**config.mk**
```make
export PLATFORM = sky130hd
export DESIGN_NAME = i2c_reg_slave
export DESIGN_NICKNAME = d
export VERILOG_FILES = /design/src/rtl/i2c_reg_pkg.sv /design/src/rtl/i2c_line_filter.sv /design/src/rtl/i2c_reg_bank.sv /design/src/rtl/i2c_slave_fsm.sv /design/src/rtl/i2c_reg_slave.sv
export SDC_FILE = /design/constraint.sdc
export NUM_CORES = 1
export LEC_CHECK = 0
export ABC_AREA = 0
export BUFFER_PORTS_ARGS = -buffer_cell sky130_fd_sc_hd__buf_2
export CAP_MARGIN = 5
export CORE_MARGIN = 2
export CORE_UTILIZATION = 50
export DETAILED_ROUTE_END_ITERATION = 8
export GPL_TIMING_DRIVEN = 1
export PLACE_DENSITY = 0.71
export SYNTH_ARGS = -nofsm -noshare
export SYNTH_HDL_FRONTEND = slang
export SYNTH_HIERARCHICAL = 1
export SYNTH_SLANG_ARGS = --single-unit
```
**constraint.sdc**
```tcl
create_clock -name clk -period 3.7 [get_ports clk]
set_input_delay 0.555 -clock clk [delete_from_list [all_inputs] [get_ports clk]]
set_output_delay 0.555 -clock clk [all_outputs]
set_load 0.03 [all_outputs]
```
**src/rtl/i2c_reg_pkg.sv**
```systemverilog
package i2c_reg_pkg;

    typedef enum logic [3:0] {
        S_IDLE,
        S_ADDR,
        S_AACK,
        S_REG,
        S_RACK,
        S_WDATA,
        S_WACK,
        S_RDATA,
        S_TACK,
        S_IGNORE
    } slv_state_t;

    localparam int BYTE_BITS = 8;

endpackage

```
**src/rtl/i2c_line_filter.sv**
```systemverilog
module i2c_line_filter #(
    parameter int FILT = 3
) (
    input  logic clk,
    input  logic rst_n,
    input  logic din,
    output logic dout
);
    localparam int CW = $clog2(FILT + 1);

    logic [1:0]    sync_q;
    logic [CW-1:0] run_q;
    logic          level_q;

    always_ff @(posedge clk) begin
        if (!rst_n) begin
            sync_q  <= 2'b11;
            run_q   <= '0;
            level_q <= 1'b1;
        end else begin
            sync_q <= {sync_q[0], din};
            if (sync_q[1] == level_q) begin
                run_q <= '0;
            end else if (run_q == CW'(FILT - 1)) begin
                level_q <= sync_q[1];
                run_q   <= '0;
            end else begin
                run_q <= run_q + 1'b1;
            end
        end
    end

    assign dout = level_q;

    // the filtered level only moves to the value the synchronizer held
    p_filter_follows_r11: assert property (@(posedge clk) disable iff (!rst_n)
        !$stable(level_q) |-> (level_q == $past(sync_q[1])));

endmodule

```
**src/rtl/i2c_reg_bank.sv**
```systemverilog
module i2c_reg_bank #(
    parameter int NREGS = 8,
    parameter int PW    = $clog2(NREGS)
) (
    input  logic               clk,
    input  logic               rst_n,
    input  logic               we,
    input  logic [PW-1:0]      waddr,
    input  logic [7:0]         wdata,
    input  logic [PW-1:0]      raddr,
    output logic [7:0]         rdata,
    output logic [NREGS*8-1:0] flat
);
    logic [7:0] mem [NREGS];

    for (genvar i = 0; i < NREGS; i++) begin : g_reg
        always_ff @(posedge clk) begin
            if (!rst_n) begin
                mem[i] <= '0;
            end else if (we && (waddr == PW'(i))) begin
                mem[i] <= wdata;
            end
        end
        assign flat[i*8 +: 8] = mem[i];
    end

    assign rdata = mem[raddr];

endmodule

```
**src/rtl/i2c_slave_fsm.sv**
```systemverilog
module i2c_slave_fsm
    import i2c_reg_pkg::*;
#(
    parameter logic [6:0] DEV_ADDR = 7'h4C,
    parameter int         NREGS    = 8,
    parameter int         PW       = $clog2(NREGS)
) (
    input  logic          clk,
    input  logic          rst_n,
    input  logic          scl_f,
    input  logic          sda_f,
    input  logic [7:0]    rdata,
    output logic          we,
    output logic [PW-1:0] ptr,
    output logic [7:0]    wdata,
    output logic          pull
);
    slv_state_t state, state_n;

    logic       scl_d, sda_d;
    logic [3:0] cnt;
    logic [7:0] shreg;
    logic [7:0] tx;
    logic       rw, mack;
    logic       rise, fall, start_c, stop_c, byte_end, addr_hit;
    logic [2:0] bit_sel;

    assign rise     = scl_f & ~scl_d;
    assign fall     = ~scl_f & scl_d;
    assign start_c  = scl_f & scl_d & sda_d & ~sda_f;
    assign stop_c   = scl_f & scl_d & ~sda_d & sda_f;
    assign byte_end = fall && (cnt == 4'd8);
    assign addr_hit = (shreg[7:1] == DEV_ADDR);
    assign bit_sel  = 3'(4'd7 - cnt);

    function automatic logic [PW-1:0] next_ptr(input logic [PW-1:0] p);
        return (p == PW'(NREGS - 1)) ? '0 : p + 1'b1;
    endfunction

    always_comb begin
        state_n = state;
        if (start_c) begin
            state_n = S_ADDR;
        end else if (stop_c) begin
            state_n = S_IDLE;
        end else begin
            unique case (state)
                S_IDLE, S_IGNORE: state_n = state;
                S_ADDR:  if (byte_end) state_n = addr_hit ? S_AACK : S_IGNORE;
                S_AACK:  if (fall) state_n = rw ? S_RDATA : S_REG;
                S_REG:   if (byte_end) state_n = S_RACK;
                S_RACK:  if (fall) state_n = S_WDATA;
                S_WDATA: if (byte_end) state_n = S_WACK;
                S_WACK:  if (fall) state_n = S_WDATA;
                S_RDATA: if (byte_end) state_n = S_TACK;
                S_TACK:  if (fall) state_n = mack ? S_RDATA : S_IGNORE;
                default: state_n = S_IDLE;
            endcase
        end
    end

    always_ff @(posedge clk) begin
        if (!rst_n) begin
            state <= S_IDLE;
        end else begin
            state <= state_n;
        end
    end

    assign we    = (state == S_WDATA) && byte_end && !start_c && !stop_c;
    assign wdata = shreg;

    always_ff @(posedge clk) begin
        if (!rst_n) begin
            scl_d <= 1'b1;
            sda_d <= 1'b1;
            cnt   <= '0;
            shreg <= '0;
            tx    <= '0;
            rw    <= 1'b0;
            mack  <= 1'b0;
            ptr   <= '0;
            pull  <= 1'b0;
        end else begin
            scl_d <= scl_f;
            sda_d <= sda_f;
            if (start_c || stop_c) begin
                cnt  <= '0;
                pull <= 1'b0;
            end else begin
                unique case (state)
                    S_ADDR, S_REG, S_WDATA: begin
                        if (rise) begin
                            shreg <= {shreg[6:0], sda_f};
                            cnt   <= cnt + 1'b1;
                        end
                        if (byte_end) begin
                            pull <= (state != S_ADDR) || addr_hit;
                            if (state == S_ADDR) rw <= shreg[0];
                            if (state == S_REG) ptr <= shreg[PW-1:0];
                            if (state == S_WDATA) ptr <= next_ptr(ptr);
                        end
                    end
                    S_AACK, S_RACK, S_WACK: begin
                        if (fall) begin
                            cnt  <= '0;
                            pull <= 1'b0;
                            if (state == S_AACK && rw) begin
                                tx   <= rdata;
                                pull <= ~rdata[7];
                            end
                        end
                    end
                    S_RDATA: begin
                        if (rise) cnt <= cnt + 1'b1;
                        if (byte_end) begin
                            pull <= 1'b0;
                            ptr  <= next_ptr(ptr);
                        end else if (fall) begin
                            pull <= ~tx[bit_sel];
                        end
                    end
                    S_TACK: begin
                        if (rise) mack <= ~sda_f;
                        if (fall) begin
                            cnt <= '0;
                            if (mack) begin
                                tx   <= rdata;
                                pull <= ~rdata[7];
                            end
                        end
                    end
                    default: pull <= 1'b0;
                endcase
            end
        end
    end

    // the line enable moves only while the filtered clock is low
    p_drive_scl_low_r10: assert property (@(posedge clk) disable iff (!rst_n)
        !$stable(pull) |-> !scl_f);

    // nothing is driven while a foreign or finished frame is ignored
    p_ignore_silent_r4: assert property (@(posedge clk) disable iff (!rst_n)
        (state == S_IGNORE) |-> !pull);

    // a stop always lands in idle
    p_stop_idle_r2: assert property (@(posedge clk) disable iff (!rst_n)
        stop_c |=> (state == S_IDLE));

    // any start, repeated or not, restarts address matching
    p_start_addr_r8: assert property (@(posedge clk) disable iff (!rst_n)
        start_c |=> (state == S_ADDR));

    // the line is released while the master acknowledges a read byte
    p_master_ack_free_r7: assert property (@(posedge clk) disable iff (!rst_n)
        (state == S_TACK) |-> !pull);

endmodule

```
**src/rtl/i2c_reg_slave.sv**
```systemverilog
module i2c_reg_slave #(
    parameter logic [6:0] DEV_ADDR = 7'h4C,
    parameter int         NREGS    = 8,
    parameter int         FILT     = 3
) (
    input  logic               clk,
    input  logic               rst_n,
    input  logic               scl_i,
    input  logic               sda_i,
    output logic               sda_oe_n,
    output logic [NREGS*8-1:0] regs_o
);
    localparam int PW = $clog2(NREGS);

    logic [1:0]    line_raw, line_f;
    logic          we, pull;
    logic [PW-1:0] ptr;
    logic [7:0]    wdata, rdata;

    assign line_raw = {scl_i, sda_i};

    for (genvar i = 0; i < 2; i++) begin : g_line
        i2c_line_filter #(.FILT(FILT)) u_filt (
            .clk  (clk),
            .rst_n(rst_n),
            .din  (line_raw[i]),
            .dout (line_f[i])
        );
    end

    i2c_slave_fsm #(.DEV_ADDR(DEV_ADDR), .NREGS(NREGS), .PW(PW)) u_fsm (
        .clk  (clk),
        .rst_n(rst_n),
        .scl_f(line_f[1]),
        .sda_f(line_f[0]),
        .rdata(rdata),
        .we   (we),
        .ptr  (ptr),
        .wdata(wdata),
        .pull (pull)
    );

    i2c_reg_bank #(.NREGS(NREGS), .PW(PW)) u_bank (
        .clk  (clk),
        .rst_n(rst_n),
        .we   (we),
        .waddr(ptr),
        .wdata(wdata),
        .raddr(ptr),
        .rdata(rdata),
        .flat (regs_o)
    );

    assign sda_oe_n = ~pull;

endmodule

```
==> metrics.csv, run 1 <==
metric,value,unit
xor/xnor share of the synthesized area,0.0102,
die width,105,microns
hold crit path type,input pin to flip-flop,
Final nets,488,
Port-buffer cells,68,
antenna cells,0,
Syn-to-layout area delta,12.6,%
# fillers,816,
#FFs+latches synth,106,
vias per cell,5.88,
global placement routability congestion,0.889,
non-filler instance count after layout,616,
Crit Path Max Fanout,16,
met3 wire len,836,microns
mux share of post-synthesis cell area,0.148,
cts bufs inserted,9,
CTS Buffer Depth,2,
met1 WL,5310,microns
Clock Skew,15.5,ps
DR vias,3621,
synth top area cells,"edfxtp_1 (37%), dfxtp_1 (16%), mux4_1 (7.7%)",
top routing layer in use,met4,
vias in the first global route,3572,
Inst Count DP,600,
Pleak,2.04,nW
Initial DRC Count,332,
final instance area,5770,sq um
maxcap violations,0,
top cell type's share of synthesized area,0.375,
Compound-Gate Fraction of Synth Area,0.0620,
status,completed,
io pins,69,
Die Ht,105,microns
CP bufs+invs,1,
Final Setup Violations,0,
TritonCTS Sinks,106,
Worst-Skew Late Latency,380,ps
Arrival @ worst endpoint,2820,ps
CP required,3800,ps
Overflow after GRT,0,
Max H-tree Level,3,
crit end category,flip-flop,
family with the most delay on the worst path,simple AND/OR/NAND/NOR gates,
ratio of cells with drive above 1 in the final layout,0.251,
Mapped Cells,415,
CTS tree,built,
Worst path slowest cell,dfxtp_1,
largest family of logic cells by synthesized area,simple AND/OR/NAND/NOR gates,
f_max,367,MHz
DRC errors left,0,
Rel. slew slack,0.293,
Post-synth ARST share,0,
maximum vdd drop,0.256,mV
post-CTS sizing,0,
period utilization,0.736,
PD cells,376,nW/um^2
"CTS clk-pin slew, worst paths",100,ps
"Top FF cell, synth",edfxtp_1,
Post-DP HPWL,8400,microns
Hold Fails Final Rpt,0,
Netlist Area Pre-Place,5130,sq um
Clock Tree Root,clkbuf_8,
Initial Utilization,0.520,
Final TNS setup,0,ps
"area leader, netlist",edfxtp_1,
crit path kind,flip-flop to flip-flop,
number of flops mapped to enable cells by yosys,64,
length of the first detailed-routing pass in iterations,5,
WL met2,5830,microns
final wirelength,12200,microns
# rows,36,
# Post-CTS Setup Buffers,0,
Synthesized Nets,425,
Critical Path Start Type,flip-flop,
placeable core area,9860,sq um
final core occ,0.585,
Hold Buf Count CTS,0,
die area,11100,sq um
sequential area share after synthesis,0.539,
post-layout min period,2720,ps
synth unique cells,60,
GRT Util Overall,0.227,
"antenna viol nets, final",0,
unrepaired setup endpoints after global routing,false,
pins over their slew limit,0,
Placed Area,5590,sq um
simple-gate portion of the synthesized area,0.180,
first-pass GRT wire length,19300,microns
largest net degree at the start of global routing,46,
Mean Syn Cell Area,12.4,sq um
adder-cell share of the synthesized area,0.0146,
CP max stage delay,640,ps
YS warnings,6,
worst-margin pin slew,1060,ps
initial antenna violation count,0,
CP Cell Sequence,and2b_2 > or4b_4 > nor2b_1 > nand2b_1 > o31ai_1 > buf_4,
detail-routed net length per standard cell,19.8,microns
-- placed cells by master (no fill, tap or decap), types with 5 or more instances in the layout --
cell       n
edfxtp_1  64
clkbuf_8  11
mux2i_1   23
nor4_1    17
dfxtp_1   42
nor2b_1   21
mux4_1    15
buf_2     68
o211a_1    5
inv_1     16
buf_4     17
nand2b_1  13
nor3_1    51
ha_1       6
o21ai_0    9
nand3_1    8
nand2_1   17
nor2_1     8
mux2_2     8
-- final timing paths --
check	depth (start not counted)	slack, ps	end	start
hold / removal	2	360	g_line[1].u_filt/sync_q[0]$_SDFF_PN1_	scl_i
hold reg to reg	1	410	g_line[0].u_filt/sync_q[1]$_SDFF_PN1_	g_line[0].u_filt/sync_q[0]$_SDFF_PN1_
setup / recovery	6	980	u_bank/mem[0][2]$_SDFFCE_PN0P_	u_fsm/state[0]$_SDFFE_PN0P_
setup reg to reg	6	980	u_bank/mem[0][2]$_SDFFCE_PN0P_	u_fsm/state[0]$_SDFFE_PN0P_
-- state kept, by name, indices dropped and copies added, names as in the netlist --
signal / cells
u_fsm/cnt: 4
u_fsm/pull: 1
g_line.u_filt/run_q: 4
u_fsm/wdata: 8
u_fsm/tx: 8
u_fsm/mack: 1
g_line.u_filt/dout: 2
u_fsm/scl_d: 1
u_bank/mem: 64
u_fsm/state: 4
u_fsm/ptr: 3
g_line.u_filt/sync_q: 4
u_fsm/sda_d: 1
u_fsm/rw: 1
-- area by class of cell --
class                   instances  area [sq um]  share of cell area
flip-flops and latches        106          2760               0.479
multi-input cells             260          2130               0.369
repair buffers                 85           468              0.0811
well taps                     133           166              0.0288
clock buffers                  12           155              0.0269
inverters                      16          60.1              0.0104
clock inverters                 4          31.3             0.00542
-- cell families after synthesis --
family	count (synthesis)
AND/OR/NAND/NOR	157
flip-flops	106
buffers and inverters	49
multiplexers	48
AO/OA/AOI/OAI	43
XOR/XNOR	6
adder cells (fa/ha/maj)	6
-- per-stage QoR --
stage	power, mW	hold slack, ps	setup WS [ps]
after global placement	1.50	392	1120
after floorplan	1.44	386	1020
after global routing	2.24	368	846
after CTS	2.18	341	1030
after detailed placement	1.51	393	1060
final	2.17	361	978
-- per-layer routing --
| metal | up-vias | GRT usage |
|---|---|---|
| met2 | 141 | 0.362 |
| met5 | - | 0 |
| met1 | 1762 | 0.312 |
| met3 | 17 | 0.0476 |
| li1 | 1701 | - |
| met4 | 0 | 0.0724 |
-- power by group --
group	switching [mW]	internal, mW
clock	0.402	0.289
combinational	0.122	0.0521
sequential	0.0210	1.29
-- synthesized netlist by cell type (4+ instances only) --
| library cell | n |
|---|---|
| clkbuf_1 | 19 |
| mux2i_1 | 23 |
| nor2_1 | 8 |
| ha_1 | 6 |
| inv_1 | 16 |
| dfxtp_1 | 42 |
| nor4b_1 | 4 |
| buf_2 | 7 |
| nor4_1 | 17 |
| nor3_1 | 51 |
| nand3_1 | 8 |
| mux4_1 | 15 |
| o211a_1 | 5 |
| mux2_2 | 8 |
| a21oi_1 | 4 |
| nand2b_1 | 13 |
| edfxtp_1 | 64 |
| nand2_1 | 17 |
| nor2b_1 | 21 |
| o21ai_0 | 9 |
No activity file was read; power rests on OpenSTA's default activity.
==> inputs of run 2 (changes only) <==
- ABC_AREA: 0 -> 1
- PLACE_DENSITY: 0.71 -> 0.7
- clock period: 3.7 -> 2.7 ns (I/O delays scaled with it)
==> metrics.csv, run 2 <==
metric,value,unit,change
status,completed,,unchanged
die width,109,microns,was 105 microns
Max H-tree Level,3,,unchanged
crit end category,flip-flop,,unchanged
io pins,69,,unchanged
Overflow after GRT,0,,unchanged
cts bufs inserted,9,,unchanged
vias per cell,5.08,,was 5.88
largest net degree at the start of global routing,39,,was 46
max reg flops,64,,unchanged
final wirelength,13400,microns,"was 12,200 microns"
Synthesized Nets,716,,was 425
top cell type's share of synthesized area,0.349,,was 0.375
Hold Fails Final Rpt,0,,unchanged
"area leader, netlist",edfxtp_1,,unchanged
unrepaired setup endpoints after global routing,false,,unchanged
WL met2,6090,microns,was 5830 microns
Hold WS,216,ps,was 361 ps
Post-DP HPWL,9780,microns,was 8400 microns
met3 wire len,919,microns,was 836 microns
die area,11900,sq um,"was 11,100 sq um"
detail-routed net length per standard cell,14.6,microns,was 19.8 microns
Mean Syn Cell Area,7.81,sq um,was 12.4 sq um
Worst-Skew Late Latency,370,ps,was 380 ps
Hold Buf Count CTS,0,,unchanged
Final Setup Violations,0,,unchanged
met1 WL,6270,microns,was 5310 microns
first-pass GRT wire length,21100,microns,"was 19,300 microns"
Syn-to-layout area delta,11.6,%,was 12.6%
GRT Util Overall,0.238,,was 0.227
synth unique cells,31,,was 60
"antenna viol nets, final",0,,unchanged
Pleak,2.78,nW,was 2.04 nW
Final nets,783,,was 488
period utilization,0.874,,was 0.736
length of the first detailed-routing pass in iterations,5,,unchanged
initial antenna violation count,0,,unchanged
maximum vdd drop,0.314,mV,was 0.256 mV
placeable core area,10800,sq um,was 9860 sq um
Rel. slew slack,0.624,,was 0.293
YS warnings,6,,unchanged
TritonCTS Sinks,106,,unchanged
Netlist Area Pre-Place,5510,sq um,was 5130 sq um
DR vias,4662,,"was 3,621"
Clock Tree Root,clkbuf_8,,unchanged
Post-synth ARST share,0,,unchanged
Die Ht,109,microns,was 105 microns
final instance area,6160,sq um,was 5770 sq um
Placed Area,5980,sq um,was 5590 sq um
Crit Path Max Fanout,8,,was 16
top routing layer in use,met4,,unchanged
antenna cells,0,,unchanged
largest register by flop count,u_bank/mem,,unchanged
hold crit path type,input pin to flip-flop,,unchanged
"CTS clk-pin slew, worst paths",90,ps,was 100 ps
Initial Utilization,0.511,,was 0.520
DRC errors left,0,,unchanged
Clock Skew,12.4,ps,was 15.5 ps
CTS Buffer Depth,2,,unchanged
PD cells,531,nW/um^2,was 376 nW/um^2
number of flops mapped to enable cells by yosys,64,,unchanged
crit path kind,flip-flop to flip-flop,,unchanged
worst-margin pin slew,564,ps,was 1060 ps
CTS tree,built,,unchanged
global placement routability congestion,0.904,,was 0.889
Mapped Cells,706,,was 415
ratio of cells with drive above 1 in the final layout,0.181,,was 0.251
Critical Path Start Type,flip-flop,,unchanged
sequential area share after synthesis,0.501,,was 0.539
r2r setup slk,340,ps,was 980 ps
top-count cell post-synth,nand2_1,,was edfxtp_1
pins over their slew limit,0,,unchanged
vias in the first global route,4236,,"was 3,572"
maxcap violations,0,,unchanged
Final TNS setup,0,ps,unchanged
Arrival @ worst endpoint,2410,ps,was 2820 ps
# Post-CTS Setup Buffers,0,,unchanged
Port-buffer cells,68,,unchanged
synth top area cells,"edfxtp_1 (35%), dfxtp_1 (15%), nand2_1 (13%)",,"was edfxtp_1 (37%), dfxtp_1 (16%), mux4_1 (7.7%)"
Initial DRC Count,421,,was 332
"Top FF cell, synth",edfxtp_1,,unchanged
# rows,38,,was 36
f_max,424,MHz,was 367 MHz
#FFs+latches synth,106,,unchanged
"commonest non-fill, non-tap cell in the layout",nand2_1,,was buf_2
post-layout min period,2360,ps,was 2720 ps
post-CTS sizing,0,,unchanged
most frequent cells in the layout,"nand2_1 (195), inv_1 (124), nor2_1 (98), buf_2 (68), edfxtp_1 (64)",,"was buf_2 (68), edfxtp_1 (64), nor3_1 (51), dfxtp_1 (42), mux2i_1 (23)"
CP required,2750,ps,was 3800 ps
commonest cells in the netlist,"nand2_1 (195), inv_1 (124), nor2_1 (98)",,"was edfxtp_1 (64), nor3_1 (51), dfxtp_1 (42)"
-- run 2: cell count changes after synthesis, sizes merged, moves of 15 or more --
cell and change:
nand2 +185, inv +118, nor2 +109, nand3 +53
nor3 -50, mux2i -23, nor2b -21, o21ai +19
clkbuf -17, mux4 -17, nor4 -17, a21oi +15
-- run 2: final timing paths --
| kind | startpoint | endpoint | cells past startpoint |
|---|---|---|---|
| setup / recovery | u_fsm/cnt[0]$_SDFFE_PP0P_ | u_bank/mem[1][4]$_SDFFCE_PN0P_ | 10 |
| hold / removal | scl_i | g_line[1].u_filt/sync_q[0]$_SDFF_PN1_ | 2 |
| setup reg to reg | u_fsm/cnt[0]$_SDFFE_PP0P_ | u_bank/mem[1][4]$_SDFFCE_PN0P_ | 10 |
| hold reg to reg | g_line[1].u_filt/run_q[0]$_SDFF_PP0_ | g_line[1].u_filt/run_q[0]$_SDFF_PP0_ | 1 |
-- run 2: critical path: stages (launching register included) --
cell     delay, ps
dfxtp_1        380
inv_1          170
ha_1           170
nand3_1        130
nor2_4         170
inv_2           70
nor2_1         180
inv_1          100
nor2_4         310
nand2_1         90
nand2_1        270
-- run 2: cells by family (layout without fill, tap and decap cells) --
logic type	count (synthesis)	after routing	synth area share
simple gates	388	388	0.322
buf+inv	150	222	0.108
flops	106	106	0.501
compound gates	54	54	0.0524
fa+ha+maj	6	6	0.0136
xor+xnor	2	2	0.00318
-- run 2: final cells by class --
type	count	area, sq um
Multi-Input combinational cell	450	2160
Tap cell	140	175
Clock inverter	2	13.8
Sequential cell	106	2760
Timing Repair Buffer	72	383
Fill cell	1006	4640
Inverter	134	503
Clock buffer	14	163
-- run 2: power by group --
| part | switching, mW | total [mW] | internal (mW) | leakage [nW] |
|---|---|---|---|---|
| sequential | 0.0559 | 1.83 | 1.77 | 0.987 |
| combinational | 0.375 | 0.538 | 0.163 | 1.71 |
| clock | 0.510 | 0.898 | 0.388 | 0.0907 |
| total | 0.941 | 3.27 | 2.33 | 2.78 |
-- run 2: per-stage QoR --
stage / setup slack, ps / std cells / power, mW / util
2_1_floorplan: 532 / 706 / 2.26 / -
4_1_cts: 345 / 918 / 3.28 / 0.570
6_report: 340 / 918 / 3.27 / 0.570
3_3_place_gp: 440 / 902 / 2.39 / 0.554
5_1_grt: 125 / 918 / 3.43 / 0.570
3_5_place_dp: 358 / 902 / 2.40 / 0.554
-- run 2: per-layer routing --
metal	GRT usage	vias up
met4	0.0623	0
li1	-	2316
met1	0.340	2169
met3	0.0460	13
met2	0.372	164
met5	0	-
